$ cat src/rtl/flq_pkg.sv
package flq_pkg;

    localparam int RSP_BYTES = 4;
    localparam int RSP_W     = 8 * RSP_BYTES;
    localparam logic [7:0] TBL_LEN = 8'h52;

    typedef enum logic {
        ST_IDLE,
        ST_VALID
    } flq_state_e;

    typedef struct packed {
        logic [7:0] size_log2;
        logic [7:0] wbuf_log2;
        logic [7:0] blk_lo;
        logic [7:0] blk_hi;
        logic [7:0] sec_mid;
        logic [7:0] sec_hi;
    } flq_geom_t;

    function automatic int lg_bytes(input logic [2:0] n);
        case (n)
            3'd2:    return 1;
            3'd4:    return 2;
            default: return 0;
        endcase
    endfunction

endpackage

$ cat src/rtl/flq_geom.sv
module flq_geom
    import flq_pkg::*;
#(
    parameter int BLK_W = 16,
    parameter int SEC_W = 32,
    parameter int WB_W  = 16
) (
    input  logic [2:0]       bank_bytes,
    input  logic [2:0]       dev_bytes,
    input  logic [BLK_W-1:0] blocks,
    input  logic [SEC_W-1:0] sector_bytes,
    output flq_geom_t        geom,
    output logic [WB_W-1:0]  wbuf_bytes
);

    localparam int LEN_W = BLK_W + SEC_W;

    logic [1:0]       nd_log2;
    logic [SEC_W-1:0] sec_per;
    logic [LEN_W-1:0] dev_len;
    logic [BLK_W-1:0] blk_m1;
    logic [7:0]       tz;
    logic [7:0]       wb_log2;

    always_comb begin
        nd_log2 = 2'd0;
        if (dev_bytes != 3'd0 && lg_bytes(bank_bytes) > lg_bytes(dev_bytes))
            nd_log2 = 2'(lg_bytes(bank_bytes) - lg_bytes(dev_bytes));
        sec_per = sector_bytes >> nd_log2;
        dev_len = LEN_W'(sec_per) * LEN_W'(blocks);
        tz = 8'(LEN_W);
        for (int i = LEN_W - 1; i >= 0; i--) begin
            if (dev_len[i]) tz = 8'(i);
        end
        blk_m1  = blocks - 1'b1;
        wb_log2 = (bank_bytes == 3'd1) ? 8'h08 : 8'h0B;

        geom.size_log2 = tz;
        geom.wbuf_log2 = wb_log2;
        geom.blk_lo    = blk_m1[7:0];
        geom.blk_hi    = 8'(blk_m1 >> 8);
        geom.sec_mid   = 8'(sec_per >> 8);
        geom.sec_hi    = 8'(sec_per >> 16);
        wbuf_bytes     = WB_W'(1) << (wb_log2 + 8'(nd_log2));
    end

endmodule

$ cat src/rtl/flq_table.sv
module flq_table
    import flq_pkg::*;
(
    input  logic [7:0] idx,
    input  flq_geom_t  geom,
    output logic [7:0] val
);

    always_comb begin
        case (idx)
            8'h10: val = 8'h51;
            8'h11: val = 8'h52;
            8'h12: val = 8'h59;
            8'h13: val = 8'h01;
            8'h15: val = 8'h31;
            8'h1B: val = 8'h45;
            8'h1C: val = 8'h55;
            8'h1F: val = 8'h07;
            8'h20: val = 8'h07;
            8'h21: val = 8'h0A;
            8'h23: val = 8'h04;
            8'h24: val = 8'h04;
            8'h25: val = 8'h04;
            8'h27: val = geom.size_log2;
            8'h28: val = 8'h02;
            8'h2A: val = geom.wbuf_log2;
            8'h2C: val = 8'h01;
            8'h2D: val = geom.blk_lo;
            8'h2E: val = geom.blk_hi;
            8'h2F: val = geom.sec_mid;
            8'h30: val = geom.sec_hi;
            8'h31: val = 8'h50;
            8'h32: val = 8'h52;
            8'h33: val = 8'h49;
            8'h34: val = 8'h31;
            8'h35: val = 8'h30;
            8'h3F: val = 8'h01;
            default: val = 8'h00;
        endcase
    end

endmodule

$ cat src/rtl/flq_lane.sv
module flq_lane
    import flq_pkg::*;
#(
    parameter int OFF_W = 16,
    parameter int ID_W  = 16
) (
    input  logic [OFF_W-1:0] offset,
    input  logic             ident,
    input  logic [2:0]       bank_bytes,
    input  logic [2:0]       dev_bytes,
    input  logic [2:0]       maxdev_bytes,
    input  logic [ID_W-1:0]  id_mfr,
    input  logic [ID_W-1:0]  id_dev,
    input  flq_geom_t        geom,
    output logic [RSP_W-1:0] bank_rsp
);

    logic [2:0]       mdev;
    int               sh;
    int               dv;
    logic [OFF_W-1:0] idx_full;
    logic [7:0]       tbl_byte;
    logic [RSP_W-1:0] base;
    logic             keep;

    flq_table u_tbl (
        .idx  (idx_full[7:0]),
        .geom (geom),
        .val  (tbl_byte)
    );

    always_comb begin
        mdev = (maxdev_bytes == 3'd0) ? dev_bytes : maxdev_bytes;
        dv   = int'(dev_bytes);
        sh   = lg_bytes(bank_bytes) + lg_bytes(mdev) - lg_bytes(dev_bytes);
        if (sh < 0) sh = 0;
        idx_full = offset >> sh;

        base = '0;
        keep = 1'b1;
        if (ident) begin
            case (idx_full[7:0])
                8'd0:    base = RSP_W'(id_mfr);
                8'd1:    base = RSP_W'(id_dev);
                default: keep = 1'b0;
            endcase
        end else if (idx_full >= OFF_W'(TBL_LEN)) begin
            keep = 1'b0;
        end else if (dev_bytes != mdev) begin
            if (dev_bytes == 3'd1) begin
                for (int b = 0; b < RSP_BYTES; b++) begin
                    if (b < int'(mdev)) base[8*b +: 8] = tbl_byte;
                end
            end else begin
                keep = 1'b0;
            end
        end else begin
            base = RSP_W'(tbl_byte);
        end

        bank_rsp = '0;
        if (keep) begin
            for (int j = 0; j < RSP_BYTES; j++) begin
                if (j < int'(bank_bytes)) begin
                    if (dv < int'(bank_bytes))
                        bank_rsp[8*j +: 8] = base[8*(j & (dv - 1)) +: 8];
                    else
                        bank_rsp[8*j +: 8] = base[8*j +: 8];
                end
            end
        end
    end

endmodule

$ cat src/rtl/flq_responder.sv
module flq_responder
    import flq_pkg::*;
#(
    parameter int OFF_W = 16,
    parameter int BLK_W = 16,
    parameter int SEC_W = 32,
    parameter int ID_W  = 16,
    parameter int WB_W  = 16
) (
    input  logic             clk,
    input  logic             rst_n,
    input  logic             req_valid,
    input  logic             req_ident,
    input  logic [OFF_W-1:0] req_offset,
    input  logic [2:0]       req_bytes,
    input  logic [2:0]       cfg_bank_bytes,
    input  logic [2:0]       cfg_dev_bytes,
    input  logic [2:0]       cfg_maxdev_bytes,
    input  logic [ID_W-1:0]  cfg_id0,
    input  logic [ID_W-1:0]  cfg_id1,
    input  logic [ID_W-1:0]  cfg_id2,
    input  logic [ID_W-1:0]  cfg_id3,
    input  logic [BLK_W-1:0] cfg_blocks,
    input  logic [SEC_W-1:0] cfg_sector_bytes,
    output logic             rsp_valid,
    output logic [RSP_W-1:0] rsp_data,
    output logic [WB_W-1:0]  wbuf_bytes
);

    localparam int LANES = RSP_BYTES;

    flq_state_e       state_q, state_d;
    flq_geom_t        geom;
    logic [RSP_W-1:0] lane_rsp [LANES];
    logic [RSP_W-1:0] bank_word;
    logic [RSP_W-1:0] legacy_word;
    logic [RSP_W-1:0] pre_word;
    logic [RSP_W-1:0] rsp_d;
    logic [7:0]       leg_idx;
    logic [7:0]       leg_byte;

    flq_geom #(
        .BLK_W (BLK_W),
        .SEC_W (SEC_W),
        .WB_W  (WB_W)
    ) u_geom (
        .bank_bytes   (cfg_bank_bytes),
        .dev_bytes    (cfg_dev_bytes),
        .blocks       (cfg_blocks),
        .sector_bytes (cfg_sector_bytes),
        .geom         (geom),
        .wbuf_bytes   (wbuf_bytes)
    );

    for (genvar k = 0; k < LANES; k++) begin : g_lane
        logic [OFF_W-1:0] lane_off;
        assign lane_off = req_offset + OFF_W'(k * int'(cfg_bank_bytes));

        flq_lane #(
            .OFF_W (OFF_W),
            .ID_W  (ID_W)
        ) u_lane (
            .offset       (lane_off),
            .ident        (req_ident),
            .bank_bytes   (cfg_bank_bytes),
            .dev_bytes    (cfg_dev_bytes),
            .maxdev_bytes (cfg_maxdev_bytes),
            .id_mfr       (cfg_id0),
            .id_dev       (cfg_id1),
            .geom         (geom),
            .bank_rsp     (lane_rsp[k])
        );
    end

    always_comb leg_idx = req_offset[7:0] >> lg_bytes(cfg_bank_bytes);

    flq_table u_leg_tbl (
        .idx  (leg_idx),
        .geom (geom),
        .val  (leg_byte)
    );

    // Response word: slice assembly, legacy selection, size masking
    always_comb begin
        int bw;
        bw = int'(cfg_bank_bytes);
        for (int j = 0; j < RSP_BYTES; j++) begin
            bank_word[8*j +: 8] = lane_rsp[j & ~(bw - 1)][8*(j & (bw - 1)) +: 8];
        end

        if (req_ident) begin
            case (leg_idx)
                8'd0:    legacy_word = (RSP_W'(cfg_id0) << 8) | RSP_W'(cfg_id1);
                8'd1:    legacy_word = (RSP_W'(cfg_id2) << 8) | RSP_W'(cfg_id3);
                default: legacy_word = '0;
            endcase
        end else if (leg_idx >= TBL_LEN) begin
            legacy_word = '0;
        end else begin
            legacy_word = RSP_W'(leg_byte);
        end

        pre_word = (cfg_dev_bytes == 3'd0) ? legacy_word : bank_word;
        for (int j = 0; j < RSP_BYTES; j++) begin
            rsp_d[8*j +: 8] = (j < int'(req_bytes)) ? pre_word[8*j +: 8] : 8'h00;
        end
    end

    // State register
    always_ff @(posedge clk or negedge rst_n) begin
        if (!rst_n) state_q <= ST_IDLE;
        else        state_q <= state_d;
    end

    always_comb begin
        state_d = state_q;
        unique case (state_q)
            ST_IDLE:  state_d = req_valid ? ST_VALID : ST_IDLE;
            ST_VALID: state_d = req_valid ? ST_VALID : ST_IDLE;
            default:  state_d = ST_IDLE;
        endcase
    end

    // Outputs
    always_ff @(posedge clk or negedge rst_n) begin
        if (!rst_n)         rsp_data <= '0;
        else if (req_valid) rsp_data <= rsp_d;
    end

    assign rsp_valid = (state_q == ST_VALID);


    rsp_follow_chk: assert property (@(posedge clk) disable iff (!rst_n)
        req_valid |=> rsp_valid);


    rsp_hold_chk: assert property (@(posedge clk) disable iff (!rst_n)
        !req_valid |=> (!rsp_valid && $stable(rsp_data)));


    narrow_zero_chk: assert property (@(posedge clk) disable iff (!rst_n)
        (req_valid && req_bytes == 3'd1) |=> (rsp_data[31:8] == 24'h0));


    legacy_id_zero_chk: assert property (@(posedge clk) disable iff (!rst_n)
        (req_valid && req_ident && cfg_dev_bytes == 3'd0 &&
         cfg_bank_bytes == 3'd1 && req_offset[7:0] >= 8'd2) |=> (rsp_data == '0));


    wbuf_pow2_chk: assert property (@(posedge clk) disable iff (!rst_n)
        $countones(wbuf_bytes) == 1);

endmodule

$ cat config.mk
export PLATFORM = sky130hd
export DESIGN_NAME = flq_responder
export DESIGN_NICKNAME = d
export VERILOG_FILES = /design/src/rtl/flq_pkg.sv /design/src/rtl/flq_geom.sv /design/src/rtl/flq_table.sv /design/src/rtl/flq_lane.sv /design/src/rtl/flq_responder.sv
export SDC_FILE = /design/constraint.sdc
export NUM_CORES = 2
export LEC_CHECK = 0
export BUFFER_PORTS_ARGS = -buffer_cell sky130_fd_sc_hd__clkbuf_2
export CORE_MARGIN = 5
export CORE_UTILIZATION = 50
export CTS_CLUSTER_SIZE = 25
export DETAILED_ROUTE_END_ITERATION = 10
export PLACE_DENSITY = 0.65
export SYNTH_ARGS = -nofsm -noshare
export SYNTH_HDL_FRONTEND = slang
export SYNTH_SLANG_ARGS = --single-unit
$ cat constraint.sdc
create_clock -name clk -period 6.7 [get_ports clk]
set_input_delay 0.67 -clock clk [delete_from_list [all_inputs] [get_ports clk]]
set_output_delay 0.67 -clock clk [all_outputs]
set_load 0.1 [all_outputs]
==> flow_summary.yaml <==
status:
  status: "finished with violations"
  violations: "setup timing"
timing:
  period_needed_ns: 10.28
  tightest_slew_ns: 1.16
  timing.final.crit_share_pct: 153
  skew_ns: 0
  hold_viol: 0
  fin_ws_ns: -3.58
  finalSetupTns_ns: -81.95
  slew_violations: 0
  relSlewSlack_pct: 21.7
  fmax_ghz: 0.0972
  setup_viol: 24
  rsz0062_at_grt: "true"
  timing.hold.ws_ns: 0.492
setup_path:
  crit_buf_inv: 16
  required_ns: 6.89
  critPathKind: "input port to flop"
  cp_slowest_stage_delay_ns: 0.59
  crit_fanout: 7
  cp.arrival_ns: 10.47
  r2r-start: "rsp_data[27]$_DFFE_PN0P_"
  cpMostUsedCell: "fa_1"
  crit_path_start: "cfg_bank_bytes[0]"
  r2r_slack_ns: 5.14
  critPathCaptureType: "flop"
  crit_family: "adder cells"
  r2r-end: "rsp_data[27]$_DFFE_PN0P_"
  critPathSlowestCell: "fa_1"
  start_kind: "input port"
  ff2ff_path_depth: 4
routing:
  firstDrtPassIters: 6
  drt_wl_total_um: 150000
  drcViolationCount: 0
  avgViaCountPerCell: 6.41
  drt_iter0_drc: 4749
  num_vias: 38500
  routedWlPerCell_um: 25.1
  ant_nets: 0
place:
  dpl.hpwl_um: 120000
  port_buffers: 184
  place_congestion: 1.06
floorplan:
  ios: 193
  die_w_um: 263
  dieArea_um2: 69000
  start_util_pct: 50.5
  row_count: 92
  fp.dieH_um: 263
  coreArea_um2: 63200
hold_path:
  hp-class: "flop to flop"
  hp-start: "rsp_data[7]$_DFFE_PN0P_"
  min_to: "rsp_data[7]$_DFFE_PN0P_"
  min_path_cells: 1
clock_tree:
  clock-sinks: 33
  cts_buffer_depth: 2
  cts_hold_buf: 0
  cts_buffers: 5
  root_buffer: "clkbuf_16"
  cts_tree: "yes"
  clk_pin_slew_worst_paths_ns: 0.06
  clk_latency_ns: 0.29
  htree_levels: 2
finish:
  area_growth_pct: 36.9
  drive_gt1_share_pct: 32.5
  fin_nets: 5872
  fill_cells: 5175
synthesis:
  synth_area_um2: 31900
  synthCells: 4244
  synth_top_area_cell: "fa_1"
  ys_top_cells_by_area: "fa_1 27%, nand2_1 6.6%, inv_1 5.9%, ha_1 5.7%, and2_1 4.4%"
  synth_ff_type: "dfrtp_1"
  async_reset_ff_share_pct: 100
  ys_seq_elements: 33
  synth-edff-count: 0
  yosysSeqAreaShare_pct: 2.59
  synth_warnings: 0
  syn_avg_cell_area_um2: 7.53
  yosys.area.top_type_share_pct: 26.8
  ys_types: 125
global_route:
  overflow: 0
  antenna_found_initial: 2
  first_global_vias: 37600
  grt_pass1_wl_um: 224000
  grt_max_degree: 40
  grt.total_usage_pct: 40.8
run:
  maxCapViolCount: 0
## registers in the layout, indices dropped and copies added (netlist names)
name and cells:
rsp_data 32, rsp_valid 1
## worst max path at each step
stage                                           to  cells past startpoint
after detailed placement  rsp_data[26]$_DFFE_PN0P_                     36
after floorplan           rsp_data[12]$_DFFE_PN0P_                     41
after global placement    rsp_data[26]$_DFFE_PN0P_                     36
final                     rsp_data[12]$_DFFE_PN0P_                     44
after CTS                 rsp_data[20]$_DFFE_PN0P_                     41
after global routing      rsp_data[12]$_DFFE_PN0P_                     41
## synth_stat cells (23+ instances only)
master / number
xnor2_1: 50
ha_1: 146
o22ai_1: 48
nor4_1: 50
a31oi_1: 44
a221oi_1: 26
nand2_1: 561
nand2b_1: 23
or3_1: 41
o21ai_0: 180
mux2i_1: 84
nor3_1: 128
fa_1: 427
nor2_1: 234
dfrtp_1: 33
o2bb2ai_1: 24
o21a_1: 32
a21o_1: 34
a22oi_1: 23
a211oi_1: 65
and3_1: 24
o211ai_1: 52
nand3_1: 84
o31ai_1: 24
inv_1: 503
and2_1: 223
a2111oi_0: 24
buf_4: 23
buf_2: 62
clkbuf_1: 192
nand4_1: 39
a21oi_1: 216
xor2_1: 25
## final cells by class
type	count	area [um2]	area share (%)
antenna	2	5.00	0.0114
clock buffer	5	125	0.286
clock inverter	3	17.5	0.0401
inverter	508	1920	4.40
multi-input combinational	3411	30400	69.6
sequential	33	826	1.89
tap	846	1060	2.42
timing repair buffer	1196	9340	21.4
## cells by family after synthesis
group	share of synthesized area, %
xor+xnor	2.06
compound gates	25.4
other cells	0.0117
buf+inv	10.2
mux	3.55
flops	2.59
simple gates	23.7
fa+ha+maj	32.5
## metal layers
layer | GRT usage [%] | vias to the layer above | wire length (um)
li1 | - | 16600 | -
met3 | 7.85 | 554 | 17100
met4 | 17.4 | 0 | 8530
met2 | 62.3 | 2621 | 65100
met5 | 0 | - | 0
met1 | 56.7 | 18700 | 59700
## cell usage in the layout (no fill, tap or decap), types with 22 or more instances in the layout
master and count:
o21ai_0 146, or3_1 37, ha_1 117, nor2_1 215, xor2_1 23, nand2_1 546, nand4_1 39, clkbuf_2 181
a21oi_1 174, o22ai_1 40, fa_1 414, mux2i_1 57, nor3_1 117, nand3_1 80, nor4_1 40, o21a_1 32
buf_6 41, xnor2_1 44, buf_12 47, ha_4 27, dfrtp_1 33, a31oi_1 39, o211ai_1 52, buf_4 919
a221oi_1 22, inv_2 25, a21o_1 34, o21ai_1 36, a21oi_2 35, a211oi_1 46, o31ai_1 23, inv_1 478
a22oi_1 23, and2_1 210
## per-stage QoR
step | setup slack (ns) | area [um2] | util (%) | std cells
after global placement | -4.19 | 40400 | 64.0 | 5891
final | -3.58 | 43700 | 69.2 | 6004
after CTS | -3.43 | 42400 | 67.1 | 5958
after floorplan | -3.15 | 32700 | - | 4251
after detailed placement | -4.39 | 40400 | 64.0 | 5891
after global routing | -3.81 | 43700 | 69.2 | 6002
## worst reg2reg max path, stage by stage, from the launching register on
cell and delay [ns]:
dfrtp_1 0.34, nor2b_1 0.60, a2111oi_1 0.10, a21bo_2 0.27, o221a_4 0.18
## repair_timing
item | in CTS | in global routing
setup endpoints to repair | 24 | 28
resized for setup | 257 | 191
pin swaps | 111 | 106
cloned | 2 | 1
buffers inserted | 60 | 48
Power is left out: the tool's default activity adds up to more than one toggle a clock period on the data nets, which glitch-free logic cannot reach.
